===== config.mk =====
export PLATFORM = sky130hd
export DESIGN_NAME = tri_pair_raster
export DESIGN_NICKNAME = d
export VERILOG_FILES = /design/src/rtl/tri_pair_raster.sv
export SDC_FILE = /design/constraint.sdc
export NUM_CORES = 2
export LEC_CHECK = 0
export BUFFER_PORTS_ARGS = -buffer_cell sky130_fd_sc_hd__buf_2
export CAP_MARGIN = 20
export CORE_ASPECT_RATIO = 1.2
export CORE_MARGIN = 2
export CORE_UTILIZATION = 40
export DETAILED_ROUTE_END_ITERATION = 12
export PLACE_DENSITY_LB_ADDON = 0.2
export SLEW_MARGIN = 25
export SYNTH_ARGS = -nofsm -noshare
export SYNTH_HDL_FRONTEND = slang
export SYNTH_SLANG_ARGS = --single-unit

===== constraint.sdc =====
create_clock -name clk -period 15.62 [get_ports clk]
set_input_delay 1.562 -clock clk [delete_from_list [all_inputs] [get_ports clk]]
set_output_delay 1.562 -clock clk [all_outputs]
set_load 0.03 [all_outputs]

===== src/rtl/tri_pair_raster.sv =====
module tri_pair_raster #(
  parameter int CW = 8,
  parameter int PW = 32
) (
  input  logic                clk,
  input  logic                rst_n,
  input  logic                cmd_valid,
  output logic                cmd_ready,
  input  logic [CW-1:0]       v0_x,
  input  logic [CW-1:0]       v0_y,
  input  logic [CW-1:0]       v1_x,
  input  logic [CW-1:0]       v1_y,
  input  logic [CW-1:0]       v2_x,
  input  logic [CW-1:0]       v2_y,
  input  logic [PW-1:0]       color,
  output logic                busy,
  output logic                wr_valid,
  input  logic                wr_ready,
  output logic [2*CW-2:0]     wr_addr,
  output logic [2*PW-1:0]     wr_data,
  output logic [PW/4-1:0]     wr_be
);
  localparam int EW = 2*CW + 4;
  localparam int HB = PW/8;

  typedef enum logic [1:0] {S_IDLE, S_ORIENT, S_PREP, S_SCAN} state_t;
  state_t state;

  logic [CW-1:0] vx [3];
  logic [CW-1:0] vy [3];
  logic [PW-1:0] color_q;

  logic signed [EW-1:0] a_q [3];
  logic signed [EW-1:0] b_q [3];
  logic signed [EW-1:0] e_row [3];
  logic signed [EW-1:0] e_cur [3];
  logic [2:0] own_q;
  logic [CW-1:0] x_q, y_q, xs_q, xl_q, ymax_q;

  function automatic logic signed [EW-1:0] ext(input logic [CW-1:0] v);
    ext = $signed({{(EW-CW){1'b0}}, v});
  endfunction

  function automatic logic [CW-1:0] min3(input logic [CW-1:0] a, b, c);
    logic [CW-1:0] m;
    m = (a < b) ? a : b;
    min3 = (c < m) ? c : m;
  endfunction

  function automatic logic [CW-1:0] max3(input logic [CW-1:0] a, b, c);
    logic [CW-1:0] m;
    m = (a > b) ? a : b;
    max3 = (c > m) ? c : m;
  endfunction

  logic signed [EW-1:0] area_c;
  assign area_c = (ext(vx[1]) - ext(vx[0])) * (ext(vy[2]) - ext(vy[0]))
                - (ext(vx[2]) - ext(vx[0])) * (ext(vy[1]) - ext(vy[0]));

  logic [CW-1:0] xmin_c, xmax_c, ymin_c, ymax_c, xs_c;
  assign xmin_c = min3(vx[0], vx[1], vx[2]);
  assign xmax_c = max3(vx[0], vx[1], vx[2]);
  assign ymin_c = min3(vy[0], vy[1], vy[2]);
  assign ymax_c = max3(vy[0], vy[1], vy[2]);
  assign xs_c   = {xmin_c[CW-1:1], 1'b0};

  logic signed [EW-1:0] a_c [3];
  logic signed [EW-1:0] b_c [3];
  logic signed [EW-1:0] e0_c [3];
  logic signed [EW-1:0] e_odd [3];
  logic [2:0] own_c, hit_even, hit_odd;

  for (genvar i = 0; i < 3; i++) begin : g_edge
    localparam int J = (i + 1) % 3;
    assign a_c[i]  = ext(vy[i]) - ext(vy[J]);
    assign b_c[i]  = ext(vx[J]) - ext(vx[i]);
    assign e0_c[i] = b_c[i] * (ext(ymin_c) - ext(vy[i]))
                   + a_c[i] * (ext(xs_c) - ext(vx[i]));
    assign own_c[i] = (a_c[i] > 0) || (a_c[i] == 0 && b_c[i] < 0);
    assign e_odd[i] = e_cur[i] + a_q[i];
    assign hit_even[i] = (e_cur[i] > 0) || (e_cur[i] == 0 && own_q[i]);
    assign hit_odd[i]  = (e_odd[i] > 0) || (e_odd[i] == 0 && own_q[i]);
  end

  logic in_even, in_odd, step, last_col, last_row;
  assign in_even  = &hit_even;
  assign in_odd   = &hit_odd;
  assign last_col = (x_q == xl_q);
  assign last_row = (y_q == ymax_q);
  assign step     = !wr_valid || wr_ready;

  assign cmd_ready = (state == S_IDLE);
  assign busy      = (state != S_IDLE);
  assign wr_valid  = (state == S_SCAN) && (in_even || in_odd);
  assign wr_addr   = {y_q, x_q[CW-1:1]};
  assign wr_data   = {color_q, color_q};
  assign wr_be     = {{HB{in_odd}}, {HB{in_even}}};

  always_ff @(posedge clk or negedge rst_n) begin
    if (!rst_n) begin
      state <= S_IDLE;
    end else begin
      case (state)
        S_IDLE:   if (cmd_valid) state <= S_ORIENT;
        S_ORIENT: state <= (area_c == 0) ? S_IDLE : S_PREP;
        S_PREP:   state <= S_SCAN;
        S_SCAN:   if (step && last_col && last_row) state <= S_IDLE;
        default:  state <= S_IDLE;
      endcase
    end
  end

  always_ff @(posedge clk) begin
    case (state)
      S_IDLE: if (cmd_valid) begin
        vx[0] <= v0_x; vy[0] <= v0_y;
        vx[1] <= v1_x; vy[1] <= v1_y;
        vx[2] <= v2_x; vy[2] <= v2_y;
        color_q <= color;
      end
      S_ORIENT: if (area_c < 0) begin
        vx[1] <= vx[2]; vy[1] <= vy[2];
        vx[2] <= vx[1]; vy[2] <= vy[1];
      end
      S_PREP: begin
        for (int i = 0; i < 3; i++) begin
          a_q[i]   <= a_c[i];
          b_q[i]   <= b_c[i];
          e_row[i] <= e0_c[i];
          e_cur[i] <= e0_c[i];
        end
        own_q  <= own_c;
        xs_q   <= xs_c;
        xl_q   <= {xmax_c[CW-1:1], 1'b0};
        ymax_q <= ymax_c;
        x_q    <= xs_c;
        y_q    <= ymin_c;
      end
      S_SCAN: if (step) begin
        if (last_col) begin
          if (!last_row) begin
            y_q <= y_q + CW'(1);
            x_q <= xs_q;
            for (int i = 0; i < 3; i++) begin
              e_row[i] <= e_row[i] + b_q[i];
              e_cur[i] <= e_row[i] + b_q[i];
            end
          end
        end else begin
          x_q <= x_q + CW'(2);
          for (int i = 0; i < 3; i++) e_cur[i] <= e_cur[i] + a_q[i] + a_q[i];
        end
      end
      default: ;
    endcase
  end

  a_r10_hold: assert property (@(posedge clk) disable iff (!rst_n)
    wr_valid && !wr_ready |=> wr_valid && $stable(wr_addr) && $stable(wr_data) && $stable(wr_be));

  a_r6_ascending: assert property (@(posedge clk) disable iff (!rst_n)
    wr_valid && wr_ready |=> !wr_valid || (wr_addr > $past(wr_addr)));

  a_r7_in_box: assert property (@(posedge clk) disable iff (!rst_n)
    wr_valid |-> (wr_addr[2*CW-2:CW-1] <= ymax_q) && (wr_addr[CW-2:0] <= xl_q[CW-1:1]));

  a_r1_accept: assert property (@(posedge clk) disable iff (!rst_n)
    cmd_valid && cmd_ready |=> busy && !cmd_ready && !wr_valid);

  a_r7_idle_quiet: assert property (@(posedge clk) disable iff (!rst_n)
    !busy |-> !wr_valid);

endmodule


==> impl_results.md <==
- Post-Route Setup TNS: 0 ps
- Crit path max fanout: 9
- Met3 Usage GRT: 0.0282
- Crit end category: register
- Die width: approximately 330 microns
- Setup Skew: 31.0 ps
- Setup repair bufs after CTS: 0
- R2R depth: 46
- Final slew viol count: 0
- Layout Cells excl Fill: roughly 7300
- Ys Warns: 0
- WP data arrival: 14490 ps
- WP depth: 46
- Initial Util: 0.404
- Maximum VDD drop: about 100 uV
- Power share of the clock group: 0.177
- Final Power: 4.87 mW
- Syn Inst Count: about 5400
- Antenna violations before repair: 9
- CTS root buf: clkbuf_16
- Clock Latency Late Sink: about 600 ps
- Commonest non-fill, non-tap cell in the layout: inv_1
- Resize count post-CTS: 0
- CTS Buf Count: 37
- Global-route wire length before repair: between 200000 and 300000 microns
- Layout fillers: between 10000 and 15000
- Sw Share: 0.432
- Pint: 2.77 mW
- Number of synthesized flops with an enable pin: 295
- Iteration-0 DRC count of the detailed router: 2575
- Total number of vias: 39400
- Synth Flop Type: edfxtp_1
- Post-synth cell types: just under 90
- Clk buf depth: 3
- Final Hold Fails: 0
- Final period utilization: 0.908
- Net Switching: approximately 2.1 mW
- Placed Cells: 7187
- Status: completed
- Worst path top cell family by delay: compound AO/OA/AOI/OAI gates
- FFs w/ async S/R, synth: 0.00673
- Port-buffer cells: 173
- Largest net degree at the start of global routing: 61
- Max-slew headroom: 0.290
- Synthesized area: 51800 sq um
- Site row count: 144
- Logic pwr share: 0.571
- Clk sinks: 297
- Pwr dens: between 80 and 90 nW/um^2
- GRT overflow: 0
- Post-detailed-route wirelength per cell: between 20 and 25 microns
- Hold path depth: 2
- H-Tree Depth: 2
- Kind of critical path: reg2reg
- CP max-delay cell: a211oi_2
- Pleak: 26.5 nW
- Max-Cap Viols: 0
- DIE HEIGHT: 398 microns
- Nets: 6974
- DRC violations left: 0
- Most frequent cells in the layout: inv_1 (859), fa_1 (725), ha_1 (618)
- Post-Syn Nets: 6823
- Vias per inst: roughly 5.4
- Max Clk Rate: 70.5 MHz
- Syn-to-layout area delta: 8.10%
- Sequential share of the synthesized area: 0.172
- GR peak layer: met2
- Total global-route track usage: 0.250
- Met2 Usage GRT: 0.438
- Critical path buffers and inverters: 4
- Worst Path Required: 15930 ps
- Placer's final routability congestion estimate: 0.934
- Routed WL: 165000 microns
- Met1 Usage GRT: 0.315
- Worst slew pin tran: 1060 ps
- Flops & latches, synth: about 300
- RSZ-0062 raised after global routing: false
- Tmin final: 14180 ps
- # hold bufs at CTS: 0
- Drt first pass iters: 5
- Mean Syn Cell Area: between 9 and 10 sq um
- CP max stage delay: a little under 800 ps
- Layout cells sized above 1: 0.0865
- Type of origin of the critical path: register
- Vias in the first global route: a little over 40000
- CTS tree: yes
- Die area: 133000 sq um
- R2R setup slack: 1440 ps
- Top Ports: approximately 170
- HP Class: reg2reg
- Clock slew at reported path FFs: 70 ps
- Area of the core: 128000 sq um
- Reg power frac: 0.252
- DP Wirelength: 136000 microns
- Most used cell, CP: o21ai_0
- # setup viols final: 0
- Post-route ant nets: 0
path summary, 6_finish.rpt:
| kind | startpoint | to |
|---|---|---|
| worst max-delay path | vy[1][1] | e_row[0][19] |
| worst max register to register | vy[1][1] | e_row[0][19] |
| worst min-delay path | xs_q[1] | x_q[1] |
| max in group asynchronous | rst_n | asynchronous set/reset pin |
| min in group asynchronous | rst_n | state[0] |
| worst min register to register | xs_q[1] | x_q[1] |
power by group through the flow:
stage                     registers [mW]  logic (mW)  clock network, mW
final                               1.23        2.78              0.860
after global placement              1.24        2.73                  0
after global routing                1.24        3.09              0.902
after CTS                           1.23        2.77              0.882
after floorplan                     1.19        2.18                  0
after detailed placement            1.24        2.74                  0
state kept, by name, summed over array words and instances (netlist names), 24 cells and up, named ones only:
register  flops
e_cur        60
e_row        60
color_q      32
a_q          27
b_q          27
vx           24
vy           24
cell usage after synthesis (110+ instances only):
library cell  count  area share
inv_1           860       0.062
fa_1            725        0.28
ha_1            618        0.15
nor2_1          481       0.035
nand2_1         361       0.026
edfxtp_1        295        0.17
xnor2_1         233       0.039
a21oi_1         213       0.021
o21ai_0         163       0.016
a21o_1          127       0.018
nand3_1         119       0.011
xor2_1          110       0.019
worst register-to-register path, delay by kind of cell, from the launching register on:
kind,cells,cell delay [ps]
AO/OA/AOI/OAI,16,4490
XOR/XNOR,5,1910
adder cells (fa/ha/maj),11,4330
buffers and inverters,4,440
flip-flops,1,600
multiplexers,2,870
AND/OR/NAND/NOR,8,1280
cells by family (layout without fill, tap and decap cells):
family | after synthesis | count (layout) | synth area share
buffers and inverters | 1026 | 1202 | 0.0787
adder cells (fa/ha/maj) | 1343 | 1343 | 0.429
AND/OR/NAND/NOR | 1405 | 1405 | 0.126
flip-flops | 297 | 297 | 0.172
multiplexers | 109 | 109 | 0.0233
XOR/XNOR | 344 | 344 | 0.0584
other | 0 | 2 | 0
AO/OA/AOI/OAI | 872 | 872 | 0.113
metrics by stage:
stage           util  instance area [sq um]  hold WS, ps  setup slack (ps)
2_1_floorplan      -                  51800          553              3650
3_3_place_gp   0.427                  54800          583              1410
3_5_place_dp   0.427                  54900          580              1250
4_1_cts        0.436                  56000          598              1200
5_1_grt        0.436                  56000          629               650
6_report       0.436                  56000          609              1440
routing by layer:
metal	part of all wire	routed length (microns)
met5	0.00019	31
met4	0.043	7020
met3	0.052	8550
met2	0.49	81300
met1	0.41	68100
area by class of cell:
type | count | area [sq um] | share of cell area
multi-input cells | 4073 | 39000 | 0.697
well taps | 1679 | 2100 | 0.0375
inverters | 869 | 3260 | 0.0582
clock buffers | 44 | 995 | 0.0178
clock inverters | 20 | 143 | 0.00255
diodes | 2 | 5.00 | 0.0000893
repair buffers | 269 | 1590 | 0.0283
flip-flops and latches | 297 | 8910 | 0.159
No activity file was read; power rests on OpenSTA's default activity.
